**config.mk**
```make
export PLATFORM = sky130hd
export DESIGN_NAME = flash_sec_ctrl
export DESIGN_NICKNAME = d
export VERILOG_FILES = /design/src/rtl/flsec_pkg.sv /design/src/rtl/flsec_sampler.sv /design/src/rtl/flsec_tick_gen.sv /design/src/rtl/flsec_recovery.sv /design/src/rtl/flash_sec_ctrl.sv
export SDC_FILE = /design/constraint.sdc
export NUM_CORES = 1
export LEC_CHECK = 0
export ABC_CLOCK_PERIOD_IN_PS = 14460
export CORE_MARGIN = 2
export CORE_UTILIZATION = 54
export DETAILED_ROUTE_END_ITERATION = 16
export PLACE_DENSITY = 0.85
export SLEW_MARGIN = 20
export SYNTH_ARGS = -nofsm -noshare
export SYNTH_HDL_FRONTEND = slang
export SYNTH_SLANG_ARGS = --single-unit
```
**constraint.sdc**
```tcl
create_clock -name clk -period 14.46 [get_ports clk]
set_clock_uncertainty 0.15 [all_clocks]
set_input_delay 4.338 -clock clk [delete_from_list [all_inputs] [get_ports clk]]
set_output_delay 4.338 -clock clk [all_outputs]
set_load 0.01 [all_outputs]
```
**src/rtl/flsec_pkg.sv**
```systemverilog
package flsec_pkg;

    localparam int DIV_W = 7;
    localparam int PER_W = 10;

    typedef enum logic [1:0] {
        RC_IDLE  = 2'd0,
        RC_ERASE = 2'd1,
        RC_DONE  = 2'd2
    } rc_state_e;

    typedef enum logic {
        BOOT_INT = 1'b0,
        BOOT_EXT = 1'b1
    } boot_e;

    typedef struct packed {
        logic       pre8;
        logic [5:0] div;
    } div_cfg_t;

    function automatic div_cfg_t to_cfg(input logic [DIV_W-1:0] v);
        div_cfg_t c;
        c.pre8 = v[6];
        c.div  = v[5:0];
        return c;
    endfunction

    function automatic logic [PER_W-1:0] period_of(input div_cfg_t c);
        logic [PER_W-1:0] base;
        base = PER_W'(c.div) + PER_W'(1);
        return c.pre8 ? (base << 3) : base;
    endfunction

endpackage

```
**src/rtl/flsec_sampler.sv**
```systemverilog
module flsec_sampler
    import flsec_pkg::*;
#(
    parameter int          SEC_W    = 16,
    parameter logic [SEC_W-1:0] SEC_CODE = 16'hC35A
) (
    input  logic             clk,
    input  logic             rst,
    input  logic [SEC_W-1:0] sec_word,
    input  logic             ext_boot,
    input  logic             wipe,
    output logic             secured,
    output boot_e            boot_sel
);
    logic hit;
    assign hit = (sec_word == SEC_CODE);

    always_ff @(posedge clk) begin
        if (rst) begin
            secured  <= hit;
            boot_sel <= (ext_boot && !hit) ? BOOT_EXT : BOOT_INT;
        end else if (wipe) begin
            secured <= 1'b0;
        end
    end
endmodule

```
**src/rtl/flsec_tick_gen.sv**
```systemverilog
module flsec_tick_gen
    import flsec_pkg::*;
(
    input  logic             clk,
    input  logic             rst,
    input  logic             restart,
    input  logic             use_ovr,
    input  logic [DIV_W-1:0] norm_val,
    input  logic [DIV_W-1:0] ovr_val,
    output logic             tick
);
    div_cfg_t         cfg;
    logic [PER_W-1:0] per;
    logic [PER_W-1:0] cnt;

    assign cfg  = use_ovr ? to_cfg(ovr_val) : to_cfg(norm_val);
    assign per  = period_of(cfg);
    assign tick = (cnt >= per - PER_W'(1));

    always_ff @(posedge clk) begin
        if (rst || restart) begin
            cnt <= '0;
        end else if (tick) begin
            cnt <= '0;
        end else begin
            cnt <= cnt + PER_W'(1);
        end
    end
endmodule

```
**src/rtl/flsec_recovery.sv**
```systemverilog
module flsec_recovery
    import flsec_pkg::*;
#(
    parameter int ERASE_TICKS = 4
) (
    input  logic             clk,
    input  logic             rst,
    input  logic             rec_start,
    input  logic             ld,
    input  logic [DIV_W-1:0] ld_val,
    input  logic             tick,
    output rc_state_e        state,
    output logic [DIV_W-1:0] ovr_val,
    output logic             restart,
    output logic             wipe,
    output logic             err
);
    localparam int CNT_W = $clog2(ERASE_TICKS + 1);
    localparam logic [CNT_W-1:0] LAST = CNT_W'(ERASE_TICKS - 1);

    logic             valid_q;
    logic [CNT_W-1:0] tcnt;

    assign restart = (state == RC_IDLE) && rec_start && valid_q;
    assign wipe    = (state == RC_ERASE) && tick && (tcnt == LAST);

    always_ff @(posedge clk) begin
        if (rst) begin
            state   <= RC_IDLE;
            valid_q <= 1'b0;
            ovr_val <= '0;
            err     <= 1'b0;
            tcnt    <= '0;
        end else begin
            unique case (state)
                RC_IDLE: begin
                    if (rec_start) begin
                        if (valid_q) begin
                            state <= RC_ERASE;
                            tcnt  <= '0;
                        end else begin
                            err <= 1'b1;
                        end
                    end
                    if (ld) begin
                        valid_q <= 1'b1;
                        ovr_val <= ld_val;
                    end
                end
                RC_ERASE: begin
                    if (tick) begin
                        if (tcnt == LAST) begin
                            state <= RC_DONE;
                        end else begin
                            tcnt <= tcnt + CNT_W'(1);
                        end
                    end
                end
                default: state <= RC_DONE;
            endcase
        end
    end
endmodule

```
**src/rtl/flash_sec_ctrl.sv**
```systemverilog
module flash_sec_ctrl
    import flsec_pkg::*;
#(
    parameter int               SEC_W       = 16,
    parameter logic [SEC_W-1:0] SEC_CODE    = 16'hC35A,
    parameter int               ERASE_TICKS = 4
) (
    input  logic             clk,
    input  logic             rst,
    input  logic [SEC_W-1:0] sec_word,
    input  logic             ext_boot,
    input  logic             dbg_rd_req,
    input  logic [6:0]       norm_div,
    input  logic             jtag_load,
    input  logic [6:0]       jtag_div,
    input  logic             rec_start,
    output logic             dbg_rd_en,
    output logic             boot_ext,
    output logic             secured,
    output logic             tick,
    output logic             mass_erase,
    output logic             rec_done,
    output logic             rec_err
);
    rc_state_e        state;
    boot_e            boot_sel;
    logic [DIV_W-1:0] ovr_val;
    logic             restart;
    logic             wipe;

    flsec_sampler #(.SEC_W(SEC_W), .SEC_CODE(SEC_CODE)) u_samp (
        .clk(clk), .rst(rst), .sec_word(sec_word), .ext_boot(ext_boot),
        .wipe(wipe), .secured(secured), .boot_sel(boot_sel)
    );

    flsec_tick_gen u_tick (
        .clk(clk), .rst(rst), .restart(restart),
        .use_ovr(state == RC_ERASE), .norm_val(norm_div),
        .ovr_val(ovr_val), .tick(tick)
    );

    flsec_recovery #(.ERASE_TICKS(ERASE_TICKS)) u_rec (
        .clk(clk), .rst(rst), .rec_start(rec_start), .ld(jtag_load),
        .ld_val(jtag_div), .tick(tick), .state(state), .ovr_val(ovr_val),
        .restart(restart), .wipe(wipe), .err(rec_err)
    );

    assign dbg_rd_en  = dbg_rd_req && !secured;
    assign boot_ext   = (boot_sel == BOOT_EXT);
    assign mass_erase = (state == RC_ERASE);
    assign rec_done   = (state == RC_DONE);
endmodule

```
**Word-level counts from Yosys, hierarchy flattened**

Cells that the tools add are included.
Widths: inputs -> output; s select.

- Bits in registers: 26
- Bits in latches: 0
- Memories kept: 0
- Bits in read-only memories: 0
- Output and inout bits: 7
- Bits of input ports: 36
- RAM bits: 0
- Word-level logic and storage cells: 55

- Bitwise logic cells: 1
- Multipliers: 0
- Div/mod/pow operators: 0
- Shift operators: 0
- Multiplexer cells: 15
- Eq/ne operators: 9
- Add/sub/neg operators: 4
- $lt $le $gt $ge: 1
- Reduce and logical (&&, ||, !) cells: 17

Operators with widths:

| kind | number |
|---|---|
| $eq 16x16->1 const B | 1 |
| $mux 3 | 4 |
| $add 10x1->10 const B | 1 |
| $ge 10x10->1 | 1 |
| $mux 10 | 1 |
| $sub 10x1->10 const B | 1 |
| $mux 2 | 4 |
| $add 6x1->7 const B | 1 |
| $mux 7 | 1 |
| $logic_and 1x1->1 | 6 |
| $ne 2x1->1 const B | 3 |
| $pmux 3 s2 | 1 |
| $reduce_and 5->1 | 1 |
| $ne 2x2->1 const B | 2 |
| $pmux 2 s2 | 1 |
| $reduce_and 4->1 | 1 |
| $reduce_bool 2->1 | 2 |
| $add 3x1->3 const B | 1 |
| $eq 3x2->1 const B | 1 |
| $mux 1 | 3 |
| $reduce_and 3->1 | 1 |
| $eq 2x1->1 const B | 1 |
| $eq 2x2->1 const B | 1 |
| $logic_not 1->1 | 2 |
| 5 further kinds | 5 |

**Logic depth before layout (Yosys ltp)**

Gate-level depths: netlist of run 1.

- Word-level depth: 10
- Depth in mapped cells: 18
- Gate-level depth less buffers: 17

**Hierarchy**

A second synthesis of run 1 with hierarchy kept.

- Cells, all modules: 216
- Area total of the unflattened synthesis: 1898.1 um^2

Modules (own cells, without submodules):

| module | instances | cells each | sequential area each (um^2) | area an instance (um^2) |
|---|---|---|---|---|
| flsec_tick_gen | 1 | 145 | 200.2 | 1146.1 |
| flsec_recovery | 1 | 57 | 280.3 | 594.3 |
| flsec_sampler | 1 | 11 | 60.1 | 136.4 |
| flash_sec_ctrl | 1 | 3 | 0.0 | 21.3 |

**Least setup slack after synthesis of run 1**

No wires, ideal clock.

- Path type: input-to-output
- Start point: in norm_div[0]
- End point: out tick
- Setup slack: 3090 ps
- Path buffers: 0
- Cell stages on the path: 13
- Arrival: 6882 ps
- Cell sequence: nand2_1 nand2_1 ha_1 nand2b_1 o21ai_1 o21ai_0 a21oi_4 a31oi_1 or3_1 ha_1 nand4_1 a21oi_1 a221o_1

- Word-level cells in the longest chain between the ends: 5

Ends and longest elaborated chain:

| item | line | text |
|---|---|---|
| start: declaration | flash_sec_ctrl.sv:13 | `input logic [6:0] norm_div,` |
| $mux 7 | flsec_tick_gen.sv:16 | `assign cfg = use_ovr ? to_cfg(ovr_val) : to_cfg(norm_val);` |
| $add 6x1->7 | flsec_pkg.sv:31 | `base = PER_W'(c.div) + PER_W'(1);` |
| $mux 10 | flsec_pkg.sv:32 | `return c.pre8 ? (base << 3) : base;` |
| $sub 10x1->10 | flsec_tick_gen.sv:18 | `assign tick = (cnt >= per - PER_W'(1));` |
| $ge 10x10->1 | flsec_tick_gen.sv:18 |  |
| end: declaration | flash_sec_ctrl.sv:20 | `output logic tick,` |

Every way passes these cells.

**Final worst setup path of run 1**

Ends and elaborated chain as after synthesis.

==> flow_metrics.tcl, run 1 <==
set metrics [dict create \
    grt_overflow_total 0 \
    crit_end "tick" \
    wl_per_cell_um 13.71 \
    status "finished clean" \
    rsz0062_at_grt "false" \
    yosys_warnings 0 \
    finalHoldViolations 0 \
    path_class "in2out" \
    finalMaxSlewViolations 0 \
    synth_edf_count 2 \
    yosys.area.top_type_share_pct 25.13 \
    cp.arrival_ps 8230 \
    via_per_inst 5.540 \
    syn_to_final_growth_pct 24.67 \
    path_clk_slew_ps 140 \
    synth_cells 224 \
    routabilityCongestion 0.8448 \
    dp_hpwl_mm 3.369 \
    synth-seq-area-share_pct 28.27 \
    fp.coreArea_um2 3363 \
    synthesis.area_um2 1912 \
    synth_area_leaders "dfxtp_1 (25%), ha_1 (9.8%), nand2_1 (7.7%)" \
    ctsResizeCount 0 \
    drc_errors 0 \
    yosysTopAreaCell "dfxtp_1" \
    async_flop_share_pct 0 \
    antenna_found_initial 0 \
    rr_startpoint "u_rec.state[0]" \
    crit_path_end_kind "output port" \
    dr.pass1.iters 4 \
    cts-root-buf "clkbuf_4" \
    grt_pass1_vias 1667 \
    crit_required_ps 9970 \
    setup_viol 0 \
    worstMarginPinSlew_ps 548.1 \
    cts_hold_buffers 0 \
    max_freq_ghz 0.07862 \
    crit_fanout 7 \
    syn_nets 275 \
    fin_nets 315 \
    drt-initial-drc-count 93 \
    crit_path_start "norm_div[0]" \
    r2r-end "u_tick.cnt[9]" \
    core.rowCount 21 \
    grt_max_degree 16 \
    antenna_left 0 \
    rrSetupSlack_ps 9740 \
    clock_latency_ps 320 \
    start_util_pct 56.85 \
    fin_tns_setup_ps 0 \
    period_share_pct 87.96 \
    power_density_nw_per_um2 78.37 \
    num_vias 1712 \
    p_leak_uw 0.0009596 \
    totalPowerFinal_uw 186.8 \
    hold_class "reg2reg" \
    die_area_um2 4032 \
    min_period_ps 12720 \
    cap_violations 0 \
    postCtsSetupRepairBufs 0 \
    relSlewSlack_pct 62.42 \
    ir_drop_mv 0.05938 \
    syn_avg_cell_area_um2 8.535 \
    io_pins 43 \
    clock_path_buffers 2 \
    io_buffers 42 \
    htree_levels 1 \
    die_h_um 63.50 \
    synth-seq-cells 26 \
    synthDistinctLibCells 64 \
    grt_pass1_wl_mm 7.265 \
    die_x_um 63.50 \
    antennaDiodeCount 0 \
    numCtsBuffers 3 \
    globalRouteTotalUtil_pct 22.26 \
    drive_gt1_share_pct 7.985 \
    synth_ff_type "dfxtp_1" \
    finalWirelength_mm 4.235 \
    r2r_cells 16 \
    tritoncts "yes" \
    clock_sinks 26 \
    start_kind "input port" \
]
==> flip-flops by register name, indices dropped and copies added (netlist names) <==
signal / flops
u_rec.err: 1
u_rec.tcnt: 3
u_rec.state: 2
u_tick.cnt: 10
u_samp.secured: 1
u_rec.valid_q: 1
u_samp.boot_sel: 1
u_rec.ovr_val: 7
==> worst min-delay path by stage <==
stage / from / to / slack, ps / cells after the start
final: u_rec.ovr_val[3] / u_rec.ovr_val[3] / 330 / 2
after global routing: u_rec.ovr_val[3] / u_rec.ovr_val[3] / 340 / 2
after CTS: u_rec.ovr_val[3] / u_rec.ovr_val[3] / 330 / 2
after detailed placement: u_rec.ovr_val[3] / u_rec.ovr_val[3] / 310 / 2
after global placement: u_rec.tcnt[2] / u_rec.tcnt[2] / 300 / 2
after floorplan: u_tick.cnt[0] / u_tick.cnt[0] / 290 / 1
==> through the flow <==
stage	util [%]	instances	area (um2)	hold WS, ps	setup WS, ps
final	70.87	309	2384	329.9	1741
after global routing	70.87	309	2384	339.1	1569
after detailed placement	69.31	305	2331	312.9	1844
after floorplan	-	224	1912	287.1	3090
after CTS	70.87	309	2384	331.9	1828
after global placement	69.31	305	2331	296.8	1948
==> cell type report <==
cell class,count,area [um2]
clock buffers,3,22.52
clock inverters,1,30.03
fillers,302,979.7
inverters,7,26.28
multi-input cells,184,1286
flip-flops and latches,26,540.5
well taps,46,57.56
repair buffers,42,420.4
==> cell usage after synthesis (2+ instances only) <==
cell / n
a21o_1: 2
a21oi_1: 14
a31oi_1: 3
a32oi_1: 2
and2_1: 3
and3_1: 2
and3_2: 3
buf_6: 2
clkbuf_1: 3
dfxtp_1: 24
edfxtp_1: 2
ha_1: 15
inv_1: 5
mux2_2: 2
mux2i_1: 5
mux2i_4: 2
nand2_1: 39
nand2b_1: 3
nand3_1: 9
nand3b_1: 2
nand4_1: 2
nor2_1: 18
nor3_1: 3
nor4_1: 2
o211ai_1: 2
o21ai_0: 4
o31ai_1: 2
or3_1: 2
xnor2_1: 5
xor2_1: 8
==> cell families after synthesis <==
logic type / count (synthesis) / synth area share, %
adder cells (fa/ha/maj): 15 / 9.817
buffers and inverters: 14 / 4.450
multiplexers: 10 / 6.871
AND/OR/NAND/NOR: 101 / 27.09
flip-flops: 26 / 28.27
XOR/XNOR: 14 / 7.396
AO/OA/AOI/OAI: 44 / 16.10
==> critical path, stage by stage <==
cell             delay, ps
clkdlybuf4s50_1        460
nand2_1                 80
nand2_1                100
ha_1                   360
nand2b_1               160
o21ai_1                380
nand2_1                200
a2111oi_1              420
o221ai_1               170
ha_1                   310
a21o_1                 190
a21o_1                 180
a221o_1                360
clkdlybuf4s50_1        520
==> metal layers <==
layer	up-vias	share of wire (%)	GRT usage, %
met5	-	0	0
met2	43	47	38.55
met3	6	3.8	4.464
met1	773	48	28.43
li1	890	-	-
met4	0	1.1	4.891
==> placed cells by master, fill, tap and decap left out, drive strengths merged, types with 2 or more instances in the layout <==
master,Yosys,routed
and2,3,3
mux2i,8,8
xnor2,6,6
xor2,8,8
or2,2,2
o21ai,5,5
mux2,2,2
o31ai,2,2
a2111oi,2,2
nand3b,2,2
nand2,39,39
nor4,2,2
a21o,2,2
inv,6,6
a31oi,3,3
nand3,10,10
or3,2,2
nor2,18,18
clkdlybuf4s50,0,42
clkbuf,3,3
a32oi,2,2
and3,5,5
dfxtp,24,24
nand4,2,2
o211ai,2,2
a21oi,15,15
nor3,3,3
ha,15,15
edfxtp,2,2
nand2b,4,4
==> power by group <==
part           leakage, uW  internal, uW  switching, uW
clock network    0.0000279          28.0           21.7
registers         0.000215          75.8           3.20
logic             0.000717          28.6           29.4
(Power assumes the default switching activity.)
==> run 2, diff against run 1 <==
==> constraint.sdc (replaced) <==
create_clock -name clk -period 14.46 [get_ports clk]
set_clock_uncertainty 0.15 [all_clocks]
set_input_delay 2.892 -clock clk [delete_from_list [all_inputs] [get_ports clk]]
set_output_delay 2.892 -clock clk [all_outputs]
set_load 0.01 [all_outputs]
==> flow_metrics.tcl, run 2 (synthesis results as in run 1) <==
set metrics [dict create \
    critPathMostFrequentCell "nand2_1" \
    finalMaxSlewViolations 0 \
    drc_errors 0 \
    cp.buffers_inverters 2 \
    via_per_inst 5.638 \
    dp_hpwl_mm 3.291 \
    ir_drop_mv 0.06523 \
    r2r_cells 16 \
    start_util_pct 56.85 \
    die_area_um2 4032 \
    top_register "u_tick.cnt" \
    relSlewSlack_pct 61.82 \
    cts-root-buf "clkbuf_4" \
    grt_max_degree 16 \
    r2r-end "u_tick.cnt[8]" \
    status "finished clean" \
    clock_latency_ps 330 \
    setup_slack_ps 4625 \
    path_clk_slew_ps 140 \
    htree_levels 1 \
    fin_nets 315 \
    worstMarginPinSlew_ps 556.8 \
    grt_overflow_total 0 \
    drive_gt1_share_pct 7.985 \
    rrSetupSlack_ps 9760 \
    largest_reg_flops 10 \
    die_h_um 63.50 \
    critPathSlowestCell "clkdlybuf4s50_1" \
    fillers 302 \
    crit_family "compound AO/OA/AOI/OAI gates" \
    crit_path_end_kind "output port" \
    numCtsBuffers 3 \
    grt_pass1_wl_mm 7.217 \
    globalRouteTotalUtil_pct 21.88 \
    cp.depth 14 \
    io_pins 43 \
    period_share_pct 68.01 \
    place_ws_ps 4749 \
    min_period_ps 9835 \
    start_kind "input port" \
    finalHoldViolations 0 \
    layout_commonest_cell "clkdlybuf4s50_1" \
    dpl_cell_area_um2 2331 \
    core.rowCount 21 \
    postCtsSetupRepairBufs 0 \
    power_density_nw_per_um2 78.72 \
    rr_startpoint "u_rec.state[0]" \
    drt-initial-drc-count 82 \
    grt_pass1_vias 1648 \
    finalWirelength_mm 4.186 \
    cap_violations 0 \
    path_cells "clkdlybuf4s50_1 > nand2_1 > nand2_1 > ha_1 > nand2b_1 > o21ai_1 > nand2_1 > a2111oi_1 > o221ai_1 > ha_1 > a21o_1 > a21o_1 > a221o_1 > clkdlybuf4s50_1" \
    rsz0062_at_grt "false" \
    multi_input_area_um2 1286 \
    crit_path_start "norm_div[0]" \
    routabilityCongestion 0.8446 \
    utilization_pct 70.87 \
    clock_path_buffers 2 \
    holdWs_ps 328.8 \
    clock_sinks 26 \
    dr.pass1.iters 4 \
    top_regs "u_tick.cnt x10, u_rec.ovr_val x7, u_rec.tcnt x3" \
    antennaDiodeCount 0 \
    io_buffers 42 \
    cp.arrival_ps 6790 \
    num_vias 1742 \
    ctsResizeCount 0 \
    crit_end "tick" \
    antenna_left 0 \
    wl_per_cell_um 13.55 \
    crit_required_ps 11420 \
    timing.critical_path.slowest_cell_delay_ps 520 \
    p_leak_uw 0.0009596 \
    crit_fanout 7 \
    fp.coreArea_um2 3363 \
    hold_start "u_rec.ovr_val[3]" \
    hold_class "reg2reg" \
    setup_viol 0 \
    syn_to_final_growth_pct 24.67 \
    design_area_um2 2384 \
    antenna_found_initial 0 \
    cts_hold_buffers 0 \
    max_freq_ghz 0.1017 \
    final_cell_mix "clkdlybuf4s50_1 (42), nand2_1 (39), dfxtp_1 (24)" \
    tritoncts "yes" \
    path_class "in2out" \
    regArea_um2 540.5 \
    fin_tns_setup_ps 0 \
    die_x_um 63.50 \
]
run 2: final cells by class:
class | instances | area share [%]
Multi-Input combinational cell | 184 | 53.96
Clock buffer | 3 | 0.9449
Clock inverter | 1 | 1.260
Inverter | 7 | 1.102
Sequential cell | 26 | 22.68
Timing Repair Buffer | 42 | 17.64
Tap cell | 46 | 2.415
run 2: worst min-delay path, cell delays in order (launching register included):
cell and delay (ps):
dfxtp_1 340, nand2_1 50, a21oi_1 50
run 2: through the flow:
step,power [uW],std cells
detailed placement,137.6,305
finish,187.6,309
global placement,136.6,305
global route,196.6,309
floorplan,118.9,224
CTS,188.1,309
run 2: how the worst min path moves through the flow:
stage	cells past startpoint	slack, ps	endpoint
6_report	2	330	u_rec.ovr_val[3]
5_1_grt	2	340	u_rec.ovr_val[3]
4_1_cts	2	330	u_rec.ovr_val[3]
3_5_place_dp	2	310	u_rec.ovr_val[3]
3_3_place_gp	2	300	u_rec.tcnt[2]
2_1_floorplan	1	290	u_tick.cnt[0]
run 2: routing by layer:
| metal | GRT usage, % | wire [um] | up-vias |
|---|---|---|---|
| li1 | - | - | 895 |
| met1 | 29.09 | 1958 | 794 |
| met2 | 37.11 | 2015 | 45 |
| met3 | 4.107 | 163 | 8 |
| met4 | 4.076 | 49 | 0 |
| met5 | 0 | 0 | - |
run 2: power by group:
group,internal [uW],switching (uW),total [uW]
Clock,28.1,23.0,51.1
Sequential,75.8,3.21,79.0
Combinational,28.5,29.0,57.5
